==> src/rtl/gpiob_pkg.sv <==
package gpiob_pkg;
  localparam int REG_W = 32;

  typedef enum logic [2:0] {
    SEL_DRIVE = 3'd0,
    SEL_DIR   = 3'd1,
    SEL_BLINK = 3'd2,
    SEL_INV   = 3'd3,
    SEL_INDAT = 3'd4
  } reg_sel_e;

  // mask of implemented pins
  function automatic logic [REG_W-1:0] pin_mask(input int n);
    logic [REG_W-1:0] m;
    for (int i = 0; i < REG_W; i++) m[i] = (i < n);
    return m;
  endfunction

  // per-pin pad value: blinking pins are gated by the divider phase
  function automatic logic [REG_W-1:0] blink_drive(input logic [REG_W-1:0] drv,
                                                    input logic [REG_W-1:0] blk,
                                                    input logic phase);
    return (drv & ~blk) | (drv & blk & {REG_W{phase}});
  endfunction

  function automatic logic [REG_W-1:0] invert_in(input logic [REG_W-1:0] lvl,
                                                  input logic [REG_W-1:0] inv);
    return lvl ^ inv;
  endfunction
endpackage

==> src/rtl/gpiob_sync.sv <==
module gpiob_sync #(
  parameter int W = 32
) (
  input  logic         clk,
  input  logic         rst_n,
  input  logic [W-1:0] d,
  output logic [W-1:0] q
);
  logic [W-1:0] meta_q;

  always_ff @(posedge clk or negedge rst_n) begin
    if (!rst_n) begin
      meta_q <= '0;
      q      <= '0;
    end else begin
      meta_q <= d;
      q      <= meta_q;
    end
  end
endmodule

==> src/rtl/gpiob_blink_div.sv <==
module gpiob_blink_div #(
  parameter int HALF = 8
) (
  input  logic clk,
  input  logic rst_n,
  output logic phase
);
  localparam int CNT_W = (HALF > 1) ? $clog2(HALF) : 1;
  localparam logic [CNT_W-1:0] LAST = CNT_W'(HALF - 1);

  logic [CNT_W-1:0] cnt_q;
  logic             wrap;

  assign wrap = (cnt_q == LAST);

  always_ff @(posedge clk or negedge rst_n) begin
    if (!rst_n) begin
      cnt_q <= '0;
      phase <= 1'b0;
    end else if (wrap) begin
      cnt_q <= '0;
      phase <= ~phase;
    end else begin
      cnt_q <= cnt_q + 1'b1;
    end
  end
endmodule

==> src/rtl/gpiob_regs.sv <==
module gpiob_regs
  import gpiob_pkg::*;
#(
  parameter int NUM_PINS = 24
) (
  input  logic             clk,
  input  logic             rst_n,
  input  logic             wr_en,
  input  reg_sel_e         sel,
  input  logic [REG_W-1:0] wr_data,
  output logic [REG_W-1:0] drive_q,
  output logic [REG_W-1:0] dir_q,
  output logic [REG_W-1:0] blink_q,
  output logic [REG_W-1:0] inv_q
);
  localparam logic [REG_W-1:0] MASK = pin_mask(NUM_PINS);

  logic [REG_W-1:0] wd;
  assign wd = wr_data & MASK;

  always_ff @(posedge clk or negedge rst_n) begin
    if (!rst_n) begin
      drive_q <= '0;
      dir_q   <= MASK;
      blink_q <= '0;
      inv_q   <= '0;
    end else if (wr_en) begin
      case (sel)
        SEL_DRIVE: drive_q <= wd;
        SEL_DIR:   dir_q   <= wd;
        SEL_BLINK: blink_q <= wd;
        SEL_INV:   inv_q   <= wd;
        default:   ;
      endcase
    end
  end
endmodule

==> src/rtl/gpio_port_bank.sv <==
module gpio_port_bank
  import gpiob_pkg::*;
#(
  parameter int NUM_PINS   = 24,
  parameter int BLINK_HALF = 6
) (
  input  logic        clk,
  input  logic        rst_n,
  input  logic [4:0]  reg_addr,
  input  logic        wr_en,
  input  logic [31:0] wr_data,
  output logic [31:0] rd_data,
  input  logic [31:0] pad_in,
  output logic [31:0] pad_out,
  output logic [31:0] pad_oe,
  output logic [31:0] in_adj
);
  localparam logic [REG_W-1:0] MASK = pin_mask(NUM_PINS);

  reg_sel_e         sel;
  logic [REG_W-1:0] drive_q, dir_q, blink_q, inv_q;
  logic [REG_W-1:0] pad_sync;
  logic             blink_phase;

  assign sel = reg_sel_e'(reg_addr[4:2]);

  gpiob_regs #(.NUM_PINS(NUM_PINS)) u_regs (
    .clk(clk), .rst_n(rst_n), .wr_en(wr_en), .sel(sel), .wr_data(wr_data),
    .drive_q(drive_q), .dir_q(dir_q), .blink_q(blink_q), .inv_q(inv_q)
  );

  gpiob_sync #(.W(REG_W)) u_sync (
    .clk(clk), .rst_n(rst_n), .d(pad_in), .q(pad_sync)
  );

  gpiob_blink_div #(.HALF(BLINK_HALF)) u_div (
    .clk(clk), .rst_n(rst_n), .phase(blink_phase)
  );

  assign in_adj  = invert_in(pad_sync, inv_q) & MASK;
  assign pad_out = blink_drive(drive_q, blink_q, blink_phase) & MASK;
  assign pad_oe  = ~dir_q & MASK;

  always_comb begin
    case (sel)
      SEL_DRIVE: rd_data = drive_q;
      SEL_DIR:   rd_data = dir_q;
      SEL_BLINK: rd_data = blink_q;
      SEL_INV:   rd_data = inv_q;
      SEL_INDAT: rd_data = in_adj;
      default:   rd_data = '0;
    endcase
  end
endmodule

==> config.mk <==
export PLATFORM = sky130hd
export DESIGN_NAME = gpio_port_bank
export DESIGN_NICKNAME = d
export VERILOG_FILES = /design/src/rtl/gpiob_pkg.sv /design/src/rtl/gpiob_sync.sv /design/src/rtl/gpiob_blink_div.sv /design/src/rtl/gpiob_regs.sv /design/src/rtl/gpio_port_bank.sv
export SDC_FILE = /design/constraint.sdc
export NUM_CORES = 1
export LEC_CHECK = 0
export BUFFER_PORTS_ARGS = -buffer_cell sky130_fd_sc_hd__buf_2
export CORE_ASPECT_RATIO = 0.5
export CORE_UTILIZATION = 40
export CTS_CLUSTER_DIAMETER = 50
export DETAILED_ROUTE_END_ITERATION = 8
export PLACE_DENSITY = 0.74
export SLEW_MARGIN = 20
export SYNTH_ARGS = -nofsm -noshare
export SYNTH_HDL_FRONTEND = slang
export SYNTH_HIERARCHICAL = 1
export SYNTH_SLANG_ARGS = --single-unit
==> constraint.sdc <==
create_clock -name clk -period 0.8 [get_ports clk]
set_input_delay 0.04 -clock clk [delete_from_list [all_inputs] [get_ports clk]]
set_output_delay 0.04 -clock clk [all_outputs]
set_load 0.01 [all_outputs]
# == After elaboration in Yosys (flattened, before gate mapping) ==
# Index checks and enable logic that the tools add are counted.
# word_totals
in_bits,72
out_inout_bits,128
wordCells,29
mem_bits_rw,0
register_bits,148
memories,0
romBits,0
latchBits,0
# op_classes
shifts,0
eq_ne,5
n_reduce_logical,5
n_lt_le_gt_ge,0
n_addsub,1
n_div,0
multipliers,0
muxes,2
n_bitwise,8
# ops
operator,n
24-bit case mux with 5 select lines,1
24-bit AND,3
24-bit NOT,2
24-bit bitwise OR,1
24-bit XOR,1
2-bit AND reduction,4
"3-bit by 2-bit equality test with 1-bit output, second input constant",2
"3-bit equality test, second input constant",2
"3-bit by 1-bit adder with 3-bit output, second input constant",1
"3-bit by 1-bit equality test with 1-bit output, second input constant",1
3-bit logical NOT,1
3-bit two-way mux,1
1-bit NOT,1

# == Logic depth before layout (Yosys ltp) ==
# Gate-level depths: netlist of the first run.
# logic_depth
word_depth,3
ltp_mapped,6
depth_no_buf,3

# == Hierarchy ==
# The synthesis of the first run kept the hierarchy.
# modules_own_cells
mod,n_inst,area_each_um2,seq_area_each_um2,cells_each
gpiob_regs,1,3921.3,2432.3,239
gpio_port_bank,1,1854.3,0.0,237
gpiob_sync,1,1601.5,1601.5,64
gpiob_blink_div,1,151.4,100.1,12

# == Least setup slack after synthesis of the first run ==
# Ideal clock, no wire load.
# synth_timing
path_type,input -> register
from,input port reg_addr[3]
to,register u_regs.drive_q[10]
path_stages,3
required_ps,675
n_path_buf,1
setup_ps,125
path_slack_ps,-306
arrival_time_ps,982
cell_sequence,nor4b_4 buf_6 mux2_2
# synth_between
elab_chain_cells,2
# synth_lines
item,line,source
from (decl),gpio_port_bank.sv:9,"input logic [4:0] reg_addr,"
3-bit logical NOT,gpiob_regs.sv:28,case (sel)
2-bit AND reduction (no line),n/a,
to (signal assigned),gpiob_regs.sv:29,SEL_DRIVE: drive_q <= wd;
to (decl),gpiob_regs.sv:11,"output logic [REG_W-1:0] drive_q,"
# No other way between the ends.
# A chain may end at the register's enable or synchronous reset.

# == Worst setup path after layout of the first run ==
# layout_timing
from,register u_regs.inv_q[9]
to,output port rd_data[9]
# layout_between
elab_chain_cells,2
# layout_lines
item,line,source
from (decl),gpiob_regs.sv:14,output logic [REG_W-1:0] inv_q
from (signal assigned),gpiob_regs.sv:32,SEL_INV: inv_q <= wd;
24-bit XOR,gpiob_pkg.sv:28,return lvl ^ inv;
24-bit case mux with 5 select lines (*),gpio_port_bank.sv:45,case (sel)
to (decl),gpio_port_bank.sv:12,"output logic [31:0] rd_data,"
# Mark *: on every way between the ends. The rest lies on a longest branch, timed or not.

==> impl_results.md, run 1 <==
- CP Capture Type: primary output
- Worst-case vdd ir drop: 1626 uV
- Width of the die: 190.8 um
- Average size of a mapped cell: 13.30 um^2
- Startpoint types: flip-flop
- CTS root buf: clkbuf_16
- Clock skew: 0.009761 ns
- Clock Pin Slew Worst Setup and Hold Paths: 0.08 ns
- DR WL/cell: 22.84 um
- Initial Util: 0.4097
- Top Ports: 200
- Crit Path Max Fanout: 2
- HPWL Detailed: 13,210 um
- Max-cap violations: 0
- CTS tree: done
- Final setup vio count: 188
- Fin. max-slew vios: 0
- CTS H-tree lvls: 4
- Placeable Area: 17,400 um^2
- Antenna fix cells: 0
- Worst hold slack: 0.02897 ns
- Gate power share: 0.371
- Status: complete, but fails checks
- Worst Setup SP: u_regs/inv_q[9]
- CP arrival: 1.61 ns
- Clock buffer count from CTS: 17
- Gr usage total: 0.2532
- Failing checks: setup timing
- GRT overflow: 0
- Row cnt: 34
- Number of buffers on the longest clock path: 2
- Final ANT Viol Nets: 0
- Layout area overhead: 67.60%
- CP Data Required Time: 0.76 ns
- Vias: 5,933
- Net Switching: 9361 uW
- Synth warn: 6
- Largest net degree at the start of global routing: 37
- Final nets: 965
- Commonest non-fill, non-tap cell in the layout: buf_6
- Fraction of layout cells with a size suffix above 1: 0.6501
- Part of the power in registers: 0.340
- RSZ-0062 raised after global routing: yes
- # DRC: 0
- Fin crit period: 1.654 ns
- Initial drt markers: 356
- Final period util: 2.068
- Placed Area: 9418 um^2
- Most frequent cells in the layout: 155 x buf_6, 122 x dfrtp_1, 96 x buf_2
- Final worst-path setup slack: -0.8542 ns
- Die Y-Extent: 96.40 um
- Tightest Hold Check Type: in -> async
- P per Cell Area: 2487 nW/um^2
- Die footprint: 18,390 um^2
- Int Power: 20,350 uW
- Cells after Synth: 536
- Hold Vio Cnt, Final: 0
- Final RePlAce weighted congestion: 0.7588
- Achievable clock frequency: 604.5 MHz
- Post-Route Utilization: 0.6866
- Total power draw: 29,710 uW
- Cell leakage power: 0.005685 uW
- Net Sw Frac: 0.3151
- DR vias/cell: 5.204
- Final Routed Wirelength: 26,040 um
- Initial antenna violation count: 0
- Vias in the first global route: 6,085
- Worst r2r src: u_regs/dir_q[0]
- First-pass iteration count of the detailed router: 5
- PortBufs: 149
- Setup CP Type: reg -> out
- Worst skew pair latency: 0.43 ns
- Post-route design area: 11,950 um^2
- Clock sink total: 148
- First-pass GRT wire length: 34,890 um
- Clock share of power: 0.289
- Post-synthesis cell area: 7128 um^2
==> layer usage <==
layer  global-route usage  wire (um)  vias to the layer above
met2               0.4333      12840                      292
met1               0.3172      10600                     3071
met3              0.04984       1465                      100
li1                     -          -                     2470
met4               0.1100       1130                        0
met5                    0          0                        -
==> critical path, cell delays in order (launching register included) <==
cell	delay (ns)
dfrtp_1	0.44
xor2_2	0.18
a22oi_1	0.23
o21ai_1	0.16
buf_2	0.17
==> through the flow <==
stage	cells	setup slack [ns]	TNS, ns
2_1_floorplan	590	-0.3063	-16.33
3_5_place_dp	1024	-0.5272	-57.44
5_1_grt	1140	-0.8622	-70.19
6_report	1140	-0.8542	-65.74
3_3_place_gp	1024	-0.4689	-55.39
4_1_cts	1125	-0.7182	-59.97
==> area by class of cell <==
type                       count  area (um^2)
clock buffer                  17        425.4
clock inverter                15        192.7
fill                        1065         5453
inverter                      27        113.9
multi-input combinational    329         3715
sequential                   148         3736
tap                          234        292.8
timing repair buffer         369         3460
timing repair inverter         1        11.26
==> sequential cells by signal, indices dropped and copies added, names as in the netlist <==
signal and flops:
u_div/cnt_q 3, u_sync/meta_q 24, u_regs/dir_q 24, u_div/phase 1
u_sync/q 24, u_regs/drive_q 24, u_regs/blink_q 24, u_regs/inv_q 24
==> final timing paths <==
kind	endpoint	slack, ns	depth (start not counted)
min in group clk	u_regs/drive_q[0]	0.20	4
max in group asynchronous	u_regs/dir_q[4]	0.18	3
hold reg to reg	u_sync/q[7]	0.34	0
hold / removal	u_sync/q[16]	0.03	2
setup reg to reg	u_regs/dir_q[0]	-0.24	4
setup / recovery	rd_data[9]	-0.85	4
==> power by group through the flow <==
stage / combinational [uW] / sequential [uW] / clock (uW)
after floorplan: 3960 / 9860 / 0
after global placement: 7390 / 9790 / 0
after detailed placement: 7580 / 9850 / 0
after CTS: 9670 / 9900 / 8420
after global routing: 11600 / 10200 / 8890
final: 11000 / 10100 / 8590
==> repair_timing <==
action                     in CTS  in global routing
resized for setup             207                109
buffers inserted               31                 44
hold buffers                   49                  0
setup endpoints to repair     176                185
hold endpoints to repair      255                  0
gates cloned                    2                  1
pin swaps                      19                  8
(Power assumes the default switching activity.)
==> run 2, diff against run 1 <==
--- a/config.mk
+++ b/config.mk
@@ -7,10 +7,11 @@
 export LEC_CHECK = 0
 export BUFFER_PORTS_ARGS = -buffer_cell sky130_fd_sc_hd__buf_2
 export CORE_ASPECT_RATIO = 0.5
-export CORE_UTILIZATION = 40
+export CORE_UTILIZATION = 35
+export CTS_BUF_LIST = sky130_fd_sc_hd__clkbuf_16
 export CTS_CLUSTER_DIAMETER = 50
 export DETAILED_ROUTE_END_ITERATION = 8
-export PLACE_DENSITY = 0.74
+export PLACE_DENSITY = 0.67
 export SLEW_MARGIN = 20
 export SYNTH_ARGS = -nofsm -noshare
 export SYNTH_HDL_FRONTEND = slang
==> run 2 against run 1 <==
Effect of this change:
- the run still ends with setup timing left
- largest cell class unchanged
- sequential power hardly changed
- utilization down 8.0 points
- final cell count rose by 3.4%
- power down 1.8%
- global-route usage shrank 4.2 points
- largest power group unchanged
- sequential share of layout area barely moved
- register-to-register slack about the same
- critical path depth did not move
- wire length is 14% lower
- non-clock buffer count up 7
- final area barely moved
==> impl_results.md, run 2 (same netlist as run 1, synthesis figures left out) <==
- Finished Layout Cells: 1,179
- Part of the power in registers: 0.342
- Clock Pin Slew Worst Setup and Hold Paths: 0.06 ns
- Startpoint types: flip-flop
- Final setup vio count: 187
- GRT overflow: 0
- Net Switching: 8364 uW
- Worst-case vdd ir drop: 1602 uV
- Worst hold slack: 0.003540 ns
- P per Cell Area: 2442 nW/um^2
- Gr usage total: 0.2113
- Max-cap violations: 0
- CP Data Required Time: 0.76 ns
- Clock share of power: 0.296
- FILL cells: 1,420
- Cell leakage power: 0.005739 uW
- # DRC: 0
- Placeable Area: 19,680 um^2
- CTS H-tree lvls: 4
- Final RePlAce weighted congestion: 0.7589
- CP Capture Type: primary output
- Post-route design area: 11,950 um^2
- Clock skew: 0.007380 ns
- Clock sink total: 148
- Tightest Hold Check Type: in -> async
- Final period util: 1.902
- Placed cell count: 1,053
- # hold bufs at CTS: 49
- Net Sw Frac: 0.2867
- First-pass GRT wire length: 33,100 um
- Row cnt: 36
- Fin crit period: 1.522 ns
- Clock buffer count from CTS: 17
- Largest net degree at the start of global routing: 43
- Final Routed Wirelength: 22,390 um
- Initial Util: 0.3621
- Initial drt markers: 258
- Pre-CTS setup slack: -0.4863 ns
- Status: complete, but fails checks
- Failing checks: setup timing
- Most frequent cells in the layout: 143 x buf_6, 124 x dfrtp_1, 104 x buf_2
- Register area: 3734 um^2
- Vias: 5,536
- Layout area overhead: 67.58%
- Multi-input logic area: 3654 um^2
- Worst skew pair latency: 0.42 ns
- Commonest non-fill, non-tap cell in the layout: buf_6
- Setup CP Type: reg -> out
- CTS root buf: clkbuf_16
- Top Ports: 200
- Total power draw: 29,170 uW
- Placed Area: 9448 um^2
- PortBufs: 149
- First-pass iteration count of the detailed router: 4
- Width of the die: 203.8 um
- Number of buffers on the longest clock path: 2
- Die footprint: 20,980 um^2
- DR vias/cell: 4.696
- Gate power share: 0.362
- Crit Path Max Fanout: 2
- CTS tree: done
- DR WL/cell: 18.99 um
- Vias in the first global route: 5,949
- Final nets: 971
- Initial antenna violation count: 0
- Fin. max-slew vios: 0
- CP arrival: 1.48 ns
- HPWL Detailed: 13,280 um
- Int Power: 20,810 uW
- Fraction of layout cells with a size suffix above 1: 0.6382
- Final worst-path setup slack: -0.7218 ns
- Die Y-Extent: 102.9 um
- RSZ-0062 raised after global routing: yes
- Hold Vio Cnt, Final: 0
- Final ANT Viol Nets: 0
- Achievable clock frequency: 657.1 MHz
## run 2: cell count changes in the layout (fill, tap and decap cells not counted), sizes merged, moves of 2 or more
cell      delta
inv          -4
bufinv       +2
clkinvlp     +2
buf          +8
## run 2: power groups by stage
stage / combinational [uW] / sequential (uW) / clock [uW]
final: 10600 / 9970 / 8630
after global routing: 11200 / 10100 / 9120
after CTS: 9620 / 9890 / 8750
after detailed placement: 7580 / 9850 / 0
after global placement: 7450 / 9800 / 0
after floorplan: 3960 / 9860 / 0
## run 2: cell type report
| cell class | count | area share |
|---|---|---|
| sequential | 148 | 0.3126 |
| multi-input combinational | 329 | 0.3059 |
| timing repair buffer | 376 | 0.2917 |
| clock buffer | 17 | 0.03561 |
| tap | 266 | 0.02786 |
| clock inverter | 15 | 0.01728 |
| inverter | 27 | 0.008903 |
| antenna | 1 | 0.0002095 |
## run 2: path summary, 6_finish.rpt
check                                    to  slack, ns               start  cells after the start
min reg2reg                    u_sync/q[14]       0.35   u_sync/meta_q[14]                      0
min                         u_regs/inv_q[6]      0.004               rst_n                      2
max                             rd_data[13]      -0.72  u_regs/blink_q[13]                      4
max in group asynchronous  u_regs/dir_q[13]       0.27               rst_n                      3
min in group clk           u_sync/meta_q[3]       0.25           pad_in[3]                      2
max reg2reg                 u_regs/dir_q[3]      -0.23     u_regs/dir_q[3]                      4
## run 2: routing by layer
layer,vias up,global-route usage,part of all wire
met1,2878,0.2724,0.43
li1,2486,-,-
met2,141,0.3587,0.51
met5,-,0,0
met3,31,0.03919,0.037
met4,0,0.08039,0.020
## run 2: timing repair
action / 4_1_cts / 5_1_grt
pin swaps: 14 / 5
setup buffers: 40 / 50
gates cloned: 5 / 0
endpoints found under the hold margin: 268 / 5
resized for setup: 196 / 85
setup endpoints to repair: 182 / 185
## run 2: critical path, cell delays in order (launching register included)
cell,delay (ns)
dfrtp_1,0.40
mux2i_1,0.19
a2bb2oi_1,0.21
o21ai_1,0.11
buf_2,0.15
## run 2: stage by stage
step	util	TNS, ns
2_1_floorplan	-	-16.33
3_3_place_gp	0.4800	-52.80
3_5_place_dp	0.4800	-54.76
4_1_cts	0.5875	-59.81
5_1_grt	0.6067	-68.32
6_report	0.6069	-61.43
==> run 3, diff against run 2 <==
--- a/config.mk
+++ b/config.mk
@@ -6,7 +6,7 @@
 export NUM_CORES = 1
 export LEC_CHECK = 0
 export BUFFER_PORTS_ARGS = -buffer_cell sky130_fd_sc_hd__buf_2
-export CORE_ASPECT_RATIO = 0.5
+export CORE_ASPECT_RATIO = 0.8
 export CORE_UTILIZATION = 35
 export CTS_BUF_LIST = sky130_fd_sc_hd__clkbuf_16
 export CTS_CLUSTER_DIAMETER = 50
==> run 3 against run 2 <==
Effect of this change:
- the flow still finishes with violations (setup timing)
- maximum frequency grew 2.6%
- final cell count shrank 1.4%
- hold slack gained 0.074 ns
- sequential cell count is the same
- sequential share of layout area grew 0.43 points
- wire length shrank 7.0%
- register-to-register slack is essentially flat
- final area shrank 1.2%
- critical path type unchanged
- critical endpoint is now rd_data[22]
==> impl_results.md, run 3 (same netlist as run 1, synthesis figures left out) <==
- Max-cap violations: 0
- Initial Util: 0.3579
- Cell leakage power: 0.005610 uW
- Placeable Area: 19,910 um^2
- Largest net degree at the start of global routing: 27
- Crit-path slowest cell: dfrtp_1
- P per Cell Area: 2413 nW/um^2
- Setup TNS: -58.58 ns
- Total power draw: 28,480 uW
- Die footprint: 20,940 um^2
- CP Capture Type: primary output
- Delay-heaviest family, CP: flip-flops
- HPWL Detailed: 12,770 um
- Final period util: 1.854
- Crit Path Max Fanout: 2
- Status: complete, but fails checks
- Critical path cell sequence: xor2_2 -> a22oi_1 -> o21ai_1 -> buf_2
- Row cnt: 46
- CP Data Required Time: 0.76 ns
- DR vias/cell: 4.602
- Fin crit period: 1.483 ns
- Finished Layout Cells: 1,162
- Achievable clock frequency: 674.4 MHz
- Tightest Hold Check Type: in -> async
- Layout area overhead: 65.58%
- Die Y-Extent: 129.6 um
- Final setup vio count: 187
- DR WL/cell: 17.93 um
- Vias: 5,347
- CTS root buf: clkbuf_16
- Hold Vio Cnt, Final: 0
- Failing checks: setup timing
- First-pass GRT wire length: 31,270 um
- Final nets: 957
- Initial antenna violation count: 0
- CP arrival: 1.44 ns
- Placed cell count: 1,047
- Final ANT Viol Nets: 0
- Vias in the first global route: 5,673
- Post-route design area: 11,800 um^2
- Clock Pin Slew Worst Setup and Hold Paths: 0.06 ns
- CTS tree: done
- Top Ports: 200
- PortBufs: 149
- Commonest non-fill, non-tap cell in the layout: buf_6
- Number of buffers on the longest clock path: 2
- Setup CP Type: reg -> out
- Initial drt markers: 274
- Final RePlAce weighted congestion: 0.7344
- Clock buffer count from CTS: 17
- Final worst-path setup slack: -0.6829 ns
- Fin. max-slew vios: 0
- Gr usage total: 0.1981
- Placed Area: 9440 um^2
- Worst-case vdd ir drop: 1542 uV
- Startpoint types: flip-flop
- Number of buffers and inverters on the critical path: 1
- Width of the die: 161.6 um
- Clock sink total: 148
- GRT overflow: 0
- Final Routed Wirelength: 20,840 um
- CTS H-tree lvls: 4
- Clock skew: 0.003372 ns
- First-pass iteration count of the detailed router: 4
- Max stage delay on crit path: 0.40 ns
- Most frequent cells in the layout: 139 x buf_6, 119 x dfrtp_1, 100 x buf_2
- RSZ-0062 raised after global routing: yes
- Antenna fix cells: 0
- Fraction of layout cells with a size suffix above 1: 0.6392
- Worst skew pair latency: 0.42 ns
- # DRC: 0
- FILL cells: 1,529
run 3: power by group:
part | leakage [uW] | switching, uW | internal [uW]
Clock | 0.000288 | 3400 | 4940
Combinational | 0.00360 | 3730 | 6450
Sequential | 0.00172 | 1060 | 8900
Total | 0.00561 | 8190 | 20300
run 3: metal layers:
metal | GRT usage | wire length [um]
met5 | 0 | 0
met4 | 0.05771 | 297
met3 | 0.04161 | 777
met2 | 0.3370 | 10410
met1 | 0.2557 | 9349
run 3: cell type report:
| cell class | count | area, um^2 | area share |
|---|---|---|---|
| multi-input combinational | 329 | 3641 | 0.3085 |
| inverter | 27 | 106.4 | 0.009011 |
| clock inverter | 15 | 181.4 | 0.01537 |
| timing repair buffer | 361 | 3372 | 0.2857 |
| sequential | 148 | 3740 | 0.3169 |
| clock buffer | 17 | 425.4 | 0.03604 |
| timing repair inverter | 1 | 6.256 | 0.0005301 |
| tap | 264 | 330.3 | 0.02799 |
run 3: final timing paths:
kind / cells after the start / startpoint / to / slack (ns)
worst min-delay path: 2 / rst_n / u_regs/drive_q[2] / 0.08
worst min register to register: 0 / u_sync/meta_q[10] / u_sync/q[10] / 0.35
worst max register to register: 4 / u_regs/dir_q[22] / u_regs/dir_q[22] / -0.23
min in group clk: 2 / pad_in[9] / u_sync/meta_q[9] / 0.26
max in group asynchronous: 3 / rst_n / u_regs/dir_q[19] / 0.19
worst max-delay path: 4 / u_sync/q[22] / rd_data[22] / -0.68
run 3: metrics by stage:
stage / utilization / worst slack [ns] / hold slack [ns]
CTS: 0.5713 / -0.6974 / 0.06510
global placement: 0.4741 / -0.4351 / -0.05485
floorplan: - / -0.3063 / -0.2556
global route: 0.5927 / -0.7842 / 0.09870
detailed placement: 0.4741 / -0.4731 / -0.05267
finish: 0.5927 / -0.6829 / 0.07731
run 3: what timing repair did:
action | 4_1_cts | 5_1_grt
cloned | 2 | 3
buffers inserted | 15 | 37
resized for setup | 177 | 79
pin swaps | 4 | 13
endpoints found under the hold margin | 263 | 0
hold buffers | 49 | 0
setup endpoints to repair | 180 | 188
